--- src/rtl/coschg_pkg.sv ---
package coschg_pkg;
  localparam int unsigned IO_LINES   = 12;
  localparam int unsigned GRP_LINES  = 4;
  localparam int unsigned TIME_W     = 8;
  localparam int unsigned SYNC_DEPTH = 2;
  typedef enum logic { CFG_STATIC = 1'b0, CFG_DYNAMIC = 1'b1 } cfg_mode_e;
endpackage

--- src/rtl/coschg_sync.sv ---
module coschg_sync #(
  parameter int unsigned W     = 16,
  parameter int unsigned DEPTH = 2
) (
  input  logic         clk,
  input  logic         rst_n,
  input  logic [W-1:0] d,
  output logic [W-1:0] q
);
  logic [W-1:0] stage [DEPTH];

  genvar s;
  generate
    for (s = 0; s < DEPTH; s++) begin : g_stage
      always_ff @(posedge clk or negedge rst_n) begin
        if (!rst_n) stage[s] <= '0;
        else if (s == 0) stage[s] <= d;
        else stage[s] <= stage[(s == 0) ? 0 : s-1];
      end
    end
  endgenerate

  assign q = stage[DEPTH-1];
endmodule

--- src/rtl/coschg_line.sv ---
module coschg_line #(
  parameter int unsigned TW = 8
) (
  input  logic          clk,
  input  logic          rst_n,
  input  logic          armed,
  input  logic          din,
  input  logic          pchk,
  input  logic [TW-1:0] limit,
  input  logic          tick,
  output logic          accept
);
  logic          ref_lvl;
  logic [TW-1:0] cnt;
  logic          differs;

  assign differs = din != ref_lvl;
  assign accept  = armed && differs && (!pchk || (tick && cnt >= limit));

  always_ff @(posedge clk or negedge rst_n) begin
    if (!rst_n) begin
      ref_lvl <= 1'b0;
      cnt     <= '0;
    end else if (!armed) begin
      ref_lvl <= din;
      cnt     <= '0;
    end else if (accept) begin
      ref_lvl <= din;
      cnt     <= '0;
    end else if (!differs || !pchk) begin
      cnt <= '0;
    end else if (tick) begin
      cnt <= cnt + 1'b1;
    end
  end
endmodule

--- src/rtl/coschg_irq.sv ---
module coschg_irq
  import coschg_pkg::*;
#(
  parameter int unsigned N_IO  = IO_LINES,
  parameter int unsigned N_GRP = GRP_LINES,
  parameter int unsigned TW    = TIME_W
) (
  input  logic                  clk,
  input  logic                  rst_n,
  input  logic [N_IO-1:0]       io_in,
  input  logic [N_IO-1:0]       io_dir_out,
  input  logic [N_IO-1:0]       io_mask,
  input  logic [N_IO-1:0]       io_pchk,
  input  logic [N_GRP-1:0]      grp_in,
  input  logic [N_GRP-1:0]      grp_dir_out,
  input  logic [N_GRP-1:0]      grp_pchk,
  input  logic [N_GRP-1:0]      grp_mask,
  input  logic                  dyn_mode,
  input  logic [TW-1:0]         pchk_time,
  input  logic                  tick,
  input  logic                  clr_we,
  input  logic [N_IO+N_GRP-1:0] clr_data,
  output logic [N_IO+N_GRP-1:0] status,
  output logic                  irq
);
  localparam int unsigned NL  = N_IO + N_GRP;
  localparam int unsigned LPG = N_IO / N_GRP;

  logic [NL-1:0] raw, synced, pchk_all, accept;
  logic [NL-1:0] src_en, irq_en, clr_mask;
  logic [N_IO-1:0] grp_blk;
  logic [1:0] warm;
  logic armed;

  assign raw      = {grp_in, io_in};
  assign pchk_all = {grp_pchk, io_pchk};

  coschg_sync #(.W(NL), .DEPTH(SYNC_DEPTH)) u_sync (
    .clk(clk), .rst_n(rst_n), .d(raw), .q(synced)
  );

  // Hold the detectors in reference-load until the synchronizer carries real levels.
  always_ff @(posedge clk or negedge rst_n) begin
    if (!rst_n) warm <= '0;
    else if (warm != 2'd3) warm <= warm + 1'b1;
  end
  assign armed = warm == 2'd3;

  genvar i;
  generate
    for (i = 0; i < NL; i++) begin : g_line
      coschg_line #(.TW(TW)) u_line (
        .clk(clk), .rst_n(rst_n), .armed(armed), .din(synced[i]),
        .pchk(pchk_all[i]), .limit(pchk_time), .tick(tick),
        .accept(accept[i])
      );
    end
    for (i = 0; i < N_IO; i++) begin : g_blk
      assign grp_blk[i] = (dyn_mode == CFG_DYNAMIC) && grp_mask[i / LPG];
    end
  endgenerate

  assign src_en = {~grp_dir_out & {N_GRP{dyn_mode == CFG_STATIC}}, ~io_dir_out};
  assign irq_en = src_en & {~grp_mask, ~io_mask & ~grp_blk};
  assign clr_mask = clr_we ? clr_data : '0;

  always_ff @(posedge clk or negedge rst_n) begin
    if (!rst_n) status <= '0;
    else status <= (status & ~clr_mask) | (accept & src_en);
  end

  assign irq = |(status & irq_en);
endmodule

--- config.mk ---
export PLATFORM = sky130hd
export DESIGN_NAME = coschg_irq
export DESIGN_NICKNAME = d
export VERILOG_FILES = /design/src/rtl/coschg_pkg.sv /design/src/rtl/coschg_sync.sv /design/src/rtl/coschg_line.sv /design/src/rtl/coschg_irq.sv
export SDC_FILE = /design/constraint.sdc
export NUM_CORES = 1
export LEC_CHECK = 0
export CORE_ASPECT_RATIO = 1.4
export CORE_MARGIN = 1.5
export CORE_UTILIZATION = 55
export DETAILED_ROUTE_END_ITERATION = 7
export DONT_BUFFER_PORTS = 1
export HOLD_SLACK_MARGIN = 0.06
export PLACE_DENSITY = 0.68
export SLEW_MARGIN = 20
export SYNTH_ARGS = -nofsm -noshare
export SYNTH_HDL_FRONTEND = slang
export SYNTH_SLANG_ARGS = --single-unit
export TNS_END_PERCENT = 100
--- constraint.sdc ---
create_clock -name clk -period 3.1 [get_ports clk]
set_clock_uncertainty 0.05 [all_clocks]
set_input_delay 0.31 -clock clk [delete_from_list [all_inputs] [get_ports clk]]
set_output_delay 0.31 -clock clk [all_outputs]
set_load 0.005 [all_outputs]
# After elaboration in Yosys (flattened, before gate mapping)
# Cells that the tools add are included.
totals:
  reg_bits: 194
  inputBits: 93
  out_inout_bits: 17
  wordCells: 347
classes:
  add_sub_neg: 17
  magnitude_cmp: 16
  n_eq_ne: 50
  mux: 97
  bitwise: 14
  n_reduce_logical: 117
op_table:
  columns: ["operator", "count"]
  rows:
  - ["8-bit 2-to-1 mux", 64]
  - ["8-bit by 1-bit adder with 8-bit output (second input constant)", 16]
  - ["8-bit greater-or-equal comparator", 16]
  - ["16-bit AND", 4]
  - ["4-bit by 2-bit != test with 1-bit output (second input constant)", 15]
  - ["1-bit logical AND", 52]
  - ["12-bit NOT", 3]
  - ["1-bit logical NOT", 32]
  - ["1-bit logical OR", 32]
  - ["1-bit 2-to-1 mux", 32]
  - ["2-bit by 1-bit != test with 1-bit output (second input constant)", 15]
  - ["16-bit 2-to-1 mux", 1]
  - ["1-bit != test", 16]
  - ["16-bit NOT", 1]
  - ["16-bit bitwise OR", 1]
  - ["16-bit OR reduction", 1]
  - ["12-bit AND", 1]
  - ["4-bit NOT", 2]
  - ["4-bit AND", 1]
  - ["2-bit != test (second input constant)", 2]
  - ["4-bit != test (second input constant)", 1]
  - ["2-bit by 1-bit adder with 2-bit output (second input constant)", 1]
  - ["2-bit equality test (second input constant)", 1]
  - ["1-bit NOT", 1]

# Depth between registers and ports, before layout
# Gate-level depths: netlist (run 1).
depth:
  word_depth: 6
  mapped_depth: 9
  mapped_depth_nobuf: 8

# Cells and area by module
# From an unflattened synthesis (run 1), not the netlist that was laid out.
unflattened:
  cells_unflattened: 1474
  hier_area_um2: 13110.1
by_module_without_submodules:
  columns: ["module", "instances", "cells_each", "area_per_inst_um2", "seq_area_each_um2"]
  rows:
  - ["coschg_line (g_line[0].u_line ...)", 14, 82, 703.2, 225.2]
  - ["coschg_irq", 1, 114, 930.9, 450.4]
  - ["coschg_sync", 1, 48, 920.9, 800.8]
  - ["coschg_line (g_line[9].u_line)", 1, 82, 709.4, 225.2]
  - ["coschg_line (g_line[15].u_line)", 1, 82, 704.4, 225.2]

# Worst setup path after synthesis (run 1)
# Ideal clock, no wire load.
synth_timing:
  path_kind: "in2reg"
  startpoint: "input pchk_time[5]"
  endpoint: "register g_line[1].u_line.cnt[3]"
  arrival_time_ns: 2.240
  required_time_ns: 2.971
  slack_ns: 0.731
  path_stages: 9
  path_buffers: 1
  path_cell_list: "inv_1 -> ha_1 -> a211oi_1 -> o21bai_1 -> or3_1 -> a21oi_1 -> buf_2 -> a21oi_1 -> mux2i_1"
synth_between:
  elab_chain_cells: 6
  elab_cells_between_ends: 7
  cone_classes: "order compare (1); eq/ne (1); mux (2); reduce/logical (3)"
synth_lines:
  columns: ["item", "line", "text"]
  rows:
  - ["from (decl)", "coschg_irq.sv:19", "input logic [TW-1:0] pchk_time,"]
  - ["8-bit greater-or-equal comparator (*)", "coschg_line.sv:18", "assign accept = armed && differs && (!pchk || (tick && cnt >= limit));"]
  - ["1-bit logical AND (*)", "coschg_line.sv:18", null]
  - ["1-bit logical OR (*)", "coschg_line.sv:18", null]
  - ["1-bit logical AND (*)", "coschg_line.sv:18", null]
  - ["8-bit 2-to-1 mux", "coschg_line.sv:27", "end else if (accept) begin"]
  - ["8-bit 2-to-1 mux", "coschg_line.sv:24", "end else if (!armed) begin"]
  - ["to (signal assigned)", "coschg_line.sv:33", "cnt <= cnt + 1'b1;"]
  - ["to (decl)", "coschg_line.sv:14", "logic [TW-1:0] cnt;"]
# Mark *: on every way between the ends. The rest lies on a longest branch, timed or not.
# A chain may end at the register's enable or synchronous reset.

# Final worst setup path (run 1)
layout_timing:
  startpoint: "register g_line[11].u_line.cnt[0]"
  endpoint: "register status[11]"
layout_between:
  elab_chain_cells: 6
layout_lines:
  columns: ["item", "line", "text"]
  rows:
  - ["from (decl)", "coschg_line.sv:14", null]
  - ["from (signal assigned)", "coschg_line.sv:33", null]
  - ["8-bit greater-or-equal comparator", "coschg_line.sv:18", null]
  - ["1-bit logical AND", "coschg_line.sv:18", null]
  - ["1-bit logical OR", "coschg_line.sv:18", null]
  - ["1-bit logical AND", "coschg_line.sv:18", null]
  - ["16-bit AND", "coschg_irq.sv:69", "else status <= (status & ~clr_mask) | (accept & src_en);"]
  - ["16-bit bitwise OR", "coschg_irq.sv:69", null]
  - ["to (signal assigned)", "coschg_irq.sv:69", null]
  - ["to (decl)", "coschg_irq.sv:23", "output logic [N_IO+N_GRP-1:0] status,"]
# Every way passes these cells.

==> metrics.txt, run 1 <==
slowest cell on the critical path=sky130_fd_sc_hd__dlygate4sd3_1; maximum single-stage delay on the critical path=0.56 ns; maximum vdd ir drop=0.456 mV; ranking of synthesized cells by area=sky130_fd_sc_hd__dfrtp_1 39%, sky130_fd_sc_hd__ha_1 15%, sky130_fd_sc_hd__nand2_1 5.9%; critical path required time=~3.4 ns; instance count after placement with tap cells included=1630; synthesized area=~0.012 mm^2; Core Rows=64; number of resized instances in the post-cts repair step=0; most used flip-flop cell after synthesis=sky130_fd_sc_hd__dfrtp_1; largest net degree at the start of global routing=195; non-filler cells, final=1715; final clock period utilization by the worst path=0.894; Layout Area Growth over Synthesis=12.6%; Crit path arrival time=slightly above 3 ns; slew at the pin with the worst max-slew slack=approximately 0.65 ns; H-Tree Depth=4; Syn Nets=1581; count of cells along the worst register-to-register path=8; number of synthesis warnings=0; Pre-antenna DRT Iters=4; GP Congestion=approximately 0.9; Die Area=0.0234 mm^2; clock network fraction of design power=0.397; synthesis-stage register bit count=194; sort of element at the start of the critical path=flop; Layout Utilization=0.636; register area share after synthesis=0.392; hold-fix buffer count after cts=53; number of I/O pins=110; number of failing setup endpoints in the final timing report=0; ratio of total power to cell area=~410 mW/mm^2; number of antenna violations at the first check in global routing=0; number of cells produced by synthesis=1343; Mapped Avg Cell Area=slightly above 9 um^2; initial DRC count=about 520; wirelength, routed=between 30000 and 40000 um; kind of end point of the critical path=flop; Leakage=between 0.006 and 0.007 uW; cell internal pwr=4220 uW; buffering stage count on the worst path with inverters included=2; proportion of layout cells with a drive suffix above 1=0.0635; tightest hold margin=-0.495 ns; number of antenna diodes=0; CP top delay family=compound AO/OA/AOI/OAI gates; final hold violations=194; final total negative setup slack=0 ns; net switching fraction of the power=0.265; number of vias per cell=6.06; # fillers=approximately 1900; number of I/O port buffers=0; number of global-route vias before repair=10204; violations in the final reports=hold timing; clk slew on worst S/H paths=approximately 0.070 ns; buffers inserted during post-CTS setup optimization=0; DRC violations left=0; detail-routed net length per standard cell=18.8 um; status=complete, but fails checks; max_slew headroom=0.567; cell type contributing the most total cell area after synthesis=sky130_fd_sc_hd__dfrtp_1; worst r2r dst=status[11]$_DFF_PN0_; Die X=~130 um; type of the most critical hold path=in2async; Reg power frac=0.475; minimum period implied by the final worst setup slack=roughly 2.8 ns; power after layout=5750 uW; startpoint of the most critical register-to-register path=g_line[11].u_line.cnt[0]$_DFFE_PN0P_; number of max-slew violations in the final report=0; achievable clock frequency=about 360 MHz; maximum fanout encountered on the critical timing path=10; combinational group share of total power=0.128; first-pass GRT wire length=51600 um; library cell with the highest instance count after synthesis=sky130_fd_sc_hd__nand2_1; CTS Buf Count=17; Die Span Y=approximately 180 um; R2R Setup Slk=0.33 ns; net load switching power=~1500 uW; TritonCTS clock tree=done; setup repair after global routing missed its margin=no; core footprint=approximately 0.022 mm^2; placed wire-length estimate after detailed placement=22200 um; proportion of register bits with asynchronous set or reset after synthesis=1.00; library cells used by synthesis=68; Antenna Violating Nets Remaining=0; total vias in the final route=about 10000; clock insertion delay at the later pin of the skew report=approximately 0.45 ns; initial standard-cell utilization of the core=0.564; Critical Path, Cell by Cell=inv_1 > ha_1 > nand2b_1 > a2111oi_2 > o21ai_1 > a311oi_4 > o31ai_1 > dlygate4sd3_1; total clock sinks=between 150 and 200; Overflow after GRT=0; total global routing track utilization=0.285; portion of synthesized cell area occupied by the leading cell type=0.392; category of the most critical setup path=reg2reg; Max Cap Viol=0; leading post-synthesis cells by instance count=195 x sky130_fd_sc_hd__nand2_1, 194 x sky130_fd_sc_hd__dfrtp_1, 145 x sky130_fd_sc_hd__ha_1, 94 x sky130_fd_sc_hd__o21ai_0, 83 x sky130_fd_sc_hd__nor2_1; final non-filler cell area=approximately 0.014 mm^2; cell at the root of the clock tree=sky130_fd_sc_hd__clkbuf_16; total placed instance area=~0.013 mm^2; EDFF count, synth=0; number of buffers between clock root and the deepest sink=2; net count reported at finish=between 1500 and 2000
==> area by class of cell <==
class                   count  area (um^2)  share of cell area
multi-input cells        1066         7210               0.517
flip-flops and latches    194         4850               0.348
repair buffers             76          728              0.0522
clock buffers              19          433              0.0310
well taps                 297          372              0.0266
inverters                  50          188              0.0135
clock inverters            13          163              0.0117
==> stage by stage <==
stage	setup slack, ns	hold WS (ns)
3_3_place_gp	0.500	-0.0287
3_5_place_dp	0.369	-0.0288
2_1_floorplan	0.731	-0.0356
5_1_grt	0.134	-0.514
4_1_cts	0.300	-0.512
6_report	0.328	-0.495
==> worst max-delay path by stage <==
| stage | startpoint | endpoint | slack, ns | cells past startpoint |
|---|---|---|---|---|
| 2_1_floorplan | pchk_time[5] | g_line[1].u_line.cnt[3]$_DFFE_PN0P_ | 0.73 | 9 |
| 3_3_place_gp | pchk_time[2] | g_line[15].u_line.cnt[2]$_DFFE_PN0P_ | 0.50 | 9 |
| 3_5_place_dp | pchk_time[2] | g_line[15].u_line.cnt[5]$_DFFE_PN0P_ | 0.37 | 9 |
| 4_1_cts | status[8]$_DFF_PN0_ | irq | 0.30 | 4 |
| 5_1_grt | g_line[11].u_line.cnt[0]$_DFFE_PN0P_ | status[11]$_DFF_PN0_ | 0.13 | 8 |
| 6_report | g_line[11].u_line.cnt[0]$_DFFE_PN0P_ | status[11]$_DFF_PN0_ | 0.33 | 8 |
==> cells in the final DEF, fill, tap and decap left out, types with 9 or more instances in the layout <==
| master | n |
|---|---|
| sky130_fd_sc_hd__a31oi_1 | 13 |
| sky130_fd_sc_hd__a21o_1 | 21 |
| sky130_fd_sc_hd__buf_4 | 21 |
| sky130_fd_sc_hd__mux2_2 | 13 |
| sky130_fd_sc_hd__inv_1 | 50 |
| sky130_fd_sc_hd__o21ai_0 | 94 |
| sky130_fd_sc_hd__dlygate4sd3_1 | 53 |
| sky130_fd_sc_hd__nand2_1 | 195 |
| sky130_fd_sc_hd__xor2_1 | 17 |
| sky130_fd_sc_hd__a21oi_1 | 73 |
| sky130_fd_sc_hd__xnor2_1 | 17 |
| sky130_fd_sc_hd__mux2i_1 | 13 |
| sky130_fd_sc_hd__a22o_1 | 24 |
| sky130_fd_sc_hd__and3_1 | 42 |
| sky130_fd_sc_hd__a211o_1 | 10 |
| sky130_fd_sc_hd__nand3_1 | 79 |
| sky130_fd_sc_hd__ha_1 | 144 |
| sky130_fd_sc_hd__or3_1 | 20 |
| sky130_fd_sc_hd__and2_1 | 10 |
| sky130_fd_sc_hd__clkbuf_16 | 17 |
| sky130_fd_sc_hd__nand2b_1 | 24 |
| sky130_fd_sc_hd__nor3_1 | 21 |
| sky130_fd_sc_hd__nor3b_1 | 13 |
| sky130_fd_sc_hd__nand4_1 | 10 |
| sky130_fd_sc_hd__dfrtp_1 | 194 |
| sky130_fd_sc_hd__o21a_1 | 13 |
| sky130_fd_sc_hd__a211oi_1 | 9 |
| sky130_fd_sc_hd__nor2_1 | 83 |
==> power by group through the flow <==
stage | clock, uW | sequential (uW) | combinational, uW
after CTS | 2340 | 2730 | 728
after global placement | 0 | 2780 | 631
after floorplan | 0 | 2740 | 489
after global routing | 2430 | 2740 | 822
after detailed placement | 0 | 2780 | 648
final | 2280 | 2730 | 733
==> kinds of logic (layout without fill, tap and decap cells) <==
group	count (synthesis)	after routing	synth area share
adder cells (fa/ha/maj)	145	145	0.146
AND/OR/NAND/NOR	521	521	0.200
AO/OA/AOI/OAI	340	340	0.189
flip-flops	194	194	0.392
XOR/XNOR	34	34	0.0240
buffers and inverters	83	158	0.0263
multiplexers	26	26	0.0223
==> registers in the layout (all words and copies together), names as in the netlist <==
signal	cells
g_line.u_line.ref_lvl	16
g_line.u_line.cnt	128
u_sync.q	16
u_sync.stage	16
warm	2
status	16
==> layer usage <==
| layer | global-route usage | routed length [um] | share of wire | vias up |
|---|---|---|---|---|
| met5 | 0 | 0 | 0 | - |
| met4 | 0.111 | 865 | 0.027 | 0 |
| met3 | 0.0508 | 1800 | 0.056 | 57 |
| met2 | 0.472 | 15600 | 0.48 | 286 |
| met1 | 0.369 | 14000 | 0.43 | 5025 |
| li1 | - | - | - | 5021 |
No activity file was read; power rests on OpenSTA's default activity.
==> run 2, diff against run 1 <==
- clock period: 3.1 -> 2.9 ns (I/O delays scaled with it)
==> metrics.txt, run 2 (synthesis gave the netlist of run 1 again) <==
status=complete, but fails checks; violations in the final reports=hold timing; Max Cap Viol=0 (unchanged); maximum single-stage delay on the critical path=0.55 ns (about the same); number of I/O pins=110 (unchanged); GP Congestion=0.850 (-7.0%); number of max-slew violations in the final report=0 (unchanged); total clock sinks=194 (unchanged); total global routing track utilization=0.287 (+0.00114); # fillers=1904 (+2.3%); final clock period utilization by the worst path=0.929 (+0.0344); number of global-route vias before repair=10216 (+0.12%); net count reported at finish=1650 (+0.43%); Pre-antenna DRT Iters=5 (+1); cell at the root of the clock tree=sky130_fd_sc_hd__clkbuf_16; count of cells along the worst register-to-register path=8 (unchanged); core footprint=0.0219 mm^2 (unchanged); Reg power frac=0.473 (-0.002); achievable clock frequency=371 MHz (+2.9%); initial DRC count=707 (+35%); final non-filler cell area=0.0140 mm^2 (+0.48%); minimum period implied by the final worst setup slack=2.69 ns (-0.0790 ns); number of flip-flops under the largest register name=128 (unchanged); initial standard-cell utilization of the core=0.564 (unchanged); final total negative setup slack=0 ns (unchanged); number of buffers between clock root and the deepest sink=2 (unchanged); buffers inserted during post-CTS setup optimization=0 (unchanged); CTS Buf Count=17 (unchanged); Die Span Y=181 um (unchanged); hold-fix buffer count after cts=56 (+5.7%); detail-routed net length per standard cell=18.7 um (-0.66%); clock insertion delay at the later pin of the skew report=0.45 ns (about the same); met3 WL post-DR=1760 um (-2.4%); combinational group share of total power=0.130 (+0.002); Core Rows=64 (unchanged); clock network fraction of design power=0.396 (about the same); Layout Utilization=0.639 (+0.00308); CP Capture Point=status[13]$_DFF_PN0_; R2R Setup Slk=0.21 ns (-0.12 ns); worst r2r dst=status[13]$_DFF_PN0_; Die X=130 um (unchanged); highest routed metal layer=met4; proportion of layout cells with a drive suffix above 1=0.0674 (+0.00390); number of failing setup endpoints in the final timing report=0 (unchanged); Layout Area Growth over Synthesis=13.2%; largest net degree at the start of global routing=195 (unchanged); Antenna Violating Nets Remaining=0 (unchanged); number of antenna violations at the first check in global routing=0 (unchanged); buffering stage count on the worst path with inverters included=2 (unchanged); Critical Path, Cell by Cell=inv_1 > ha_1 > nand2b_1 > a2111oi_2 > o32a_1 > nand2_1 > a32o_1 > dlygate4sd3_1; slowest cell on the critical path=sky130_fd_sc_hd__dlygate4sd3_1; final hold violations=194 (unchanged); kind of end point of the critical path=flop; TritonCTS clock tree=done; total placed instance area=0.0129 mm^2 (+0.23%); critical path required time=3.18 ns (-0.21 ns); cell internal pwr=4480 uW (+6.0%); first-pass GRT wire length=52000 um (+0.67%); setup repair after global routing missed its margin=no; Overflow after GRT=0 (unchanged); Leakage=0.00679 uW (+0.94%); net switching fraction of the power=0.275 (+0.00943); startpoint of the most critical register-to-register path=g_line[13].u_line.cnt[0]$_DFFE_PN0P_; Crit path arrival time=2.97 ns (-0.09 ns); Die Area=0.0234 mm^2 (unchanged); CP top delay family=compound AO/OA/AOI/OAI gates; placed wire-length estimate after detailed placement=22300 um (+0.62%); total vias in the final route=10469 (+0.77%); maximum fanout encountered on the critical timing path=3 (-7); Met1 Routed Length=14100 um (+0.80%); total length of routed met2 wires=15800 um (+1.9%); Worst setup startpoint=g_line[13].u_line.cnt[0]$_DFFE_PN0P_; wirelength, routed=32100 um (-0.25%); slew at the pin with the worst max-slew slack=0.792 ns (+0.143 ns); critical path depth in cells=8 (unchanged); max_slew headroom=0.472 (-0.0956); clk slew on worst S/H paths=0.08 ns (about the same); H-Tree Depth=4 (unchanged); leading cell type in the layout, fill and taps excluded=sky130_fd_sc_hd__nand2_1; type of the most critical hold path=in2async; number of antenna diodes=0 (unchanged); ratio of total power to cell area=440 mW/mm^2 (+6.8%); Biggest register=g_line.u_line.cnt; maximum vdd ir drop=0.432 mV (-5.3%); most frequent cells in the layout=195 x sky130_fd_sc_hd__nand2_1, 194 x sky130_fd_sc_hd__dfrtp_1, 144 x sky130_fd_sc_hd__ha_1; DRC violations left=0 (unchanged); net load switching power=1690 uW (+11%); tightest hold margin=-0.512 ns (-0.0168 ns); number of vias per cell=6.08 (+0.36%); category of the most critical setup path=reg2reg; sort of element at the start of the critical path=flop; number of I/O port buffers=0 (unchanged)
[run 2: cell types whose count changed in the layout (fill, tap and decap cells not counted), sizes merged]
cell         before  now
dlygate4sd3      53   56
buf              23   27
clkbuf           19   17
clkinv            4    8
bufinv            3    2
clkinvlp          6    0
inv              50   55
[run 2: worst min-delay path by stage]
stage / start / to / slack (ns)
after CTS: rst_n / u_sync.q[15]$_DFF_PN0_ / -0.53
after detailed placement: rst_n / u_sync.q[15]$_DFF_PN0_ / -0.05
final: rst_n / g_line[15].u_line.cnt[3]$_DFFE_PN0P_ / -0.51
after global routing: rst_n / g_line[15].u_line.cnt[4]$_DFFE_PN0P_ / -0.53
after global placement: rst_n / g_line[15].u_line.cnt[2]$_DFFE_PN0P_ / -0.05
after floorplan: rst_n / g_line[0].u_line.cnt[0]$_DFFE_PN0P_ / -0.06
[run 2: power groups by stage]
stage	combinational [uW]	clock [uW]	sequential, uW
2_1_floorplan	523	0	2930
3_3_place_gp	676	0	2970
3_5_place_dp	694	0	2970
4_1_cts	793	2490	2920
5_1_grt	897	2610	2930
6_report	803	2450	2920
[run 2: timing repair]
action                     4_1_cts  5_1_grt
gates resized for setup          0        1
setup endpoints to repair        0        1
hold endpoints to repair       247      194
[run 2: layout make-up]
cell class                 count  area (um^2)  area share
tap                          297          372      0.0265
multi-input combinational   1066         7210       0.515
sequential                   194         4850       0.346
clock inverter                15          176      0.0126
inverter                      50          188      0.0134
timing repair buffer          83          788      0.0562
clock buffer                  17          425      0.0304
[run 2: metal layers]
metal	global-route usage	vias to the layer above
met5	0	-
met4	0.0756	0
met3	0.0448	31
met2	0.488	309
met1	0.377	5103
li1	-	5026
[run 2: worst register-to-register path: stages (launching register included)]
cell and delay [ns]:
sky130_fd_sc_hd__dfrtp_1 0.40, sky130_fd_sc_hd__inv_1 0.10, sky130_fd_sc_hd__ha_1 0.23, sky130_fd_sc_hd__nand2b_1 0.16, sky130_fd_sc_hd__a2111oi_2 0.50, sky130_fd_sc_hd__o32a_1 0.32, sky130_fd_sc_hd__nand2_1 0.08, sky130_fd_sc_hd__a32o_1 0.21
sky130_fd_sc_hd__dlygate4sd3_1 0.55
[run 2: metrics by stage]
| stage | power (uW) | cells | hold WS [ns] | worst slack (ns) |
|---|---|---|---|---|
| floorplan | 3460 | 1343 | -0.0556 | 0.551 |
| detailed placement | 3670 | 1634 | -0.0460 | 0.370 |
| global route | 6440 | 1722 | -0.530 | 0.00184 |
| CTS | 6200 | 1722 | -0.527 | 0.168 |
| global placement | 3650 | 1634 | -0.0492 | 0.378 |
| finish | 6170 | 1722 | -0.512 | 0.207 |
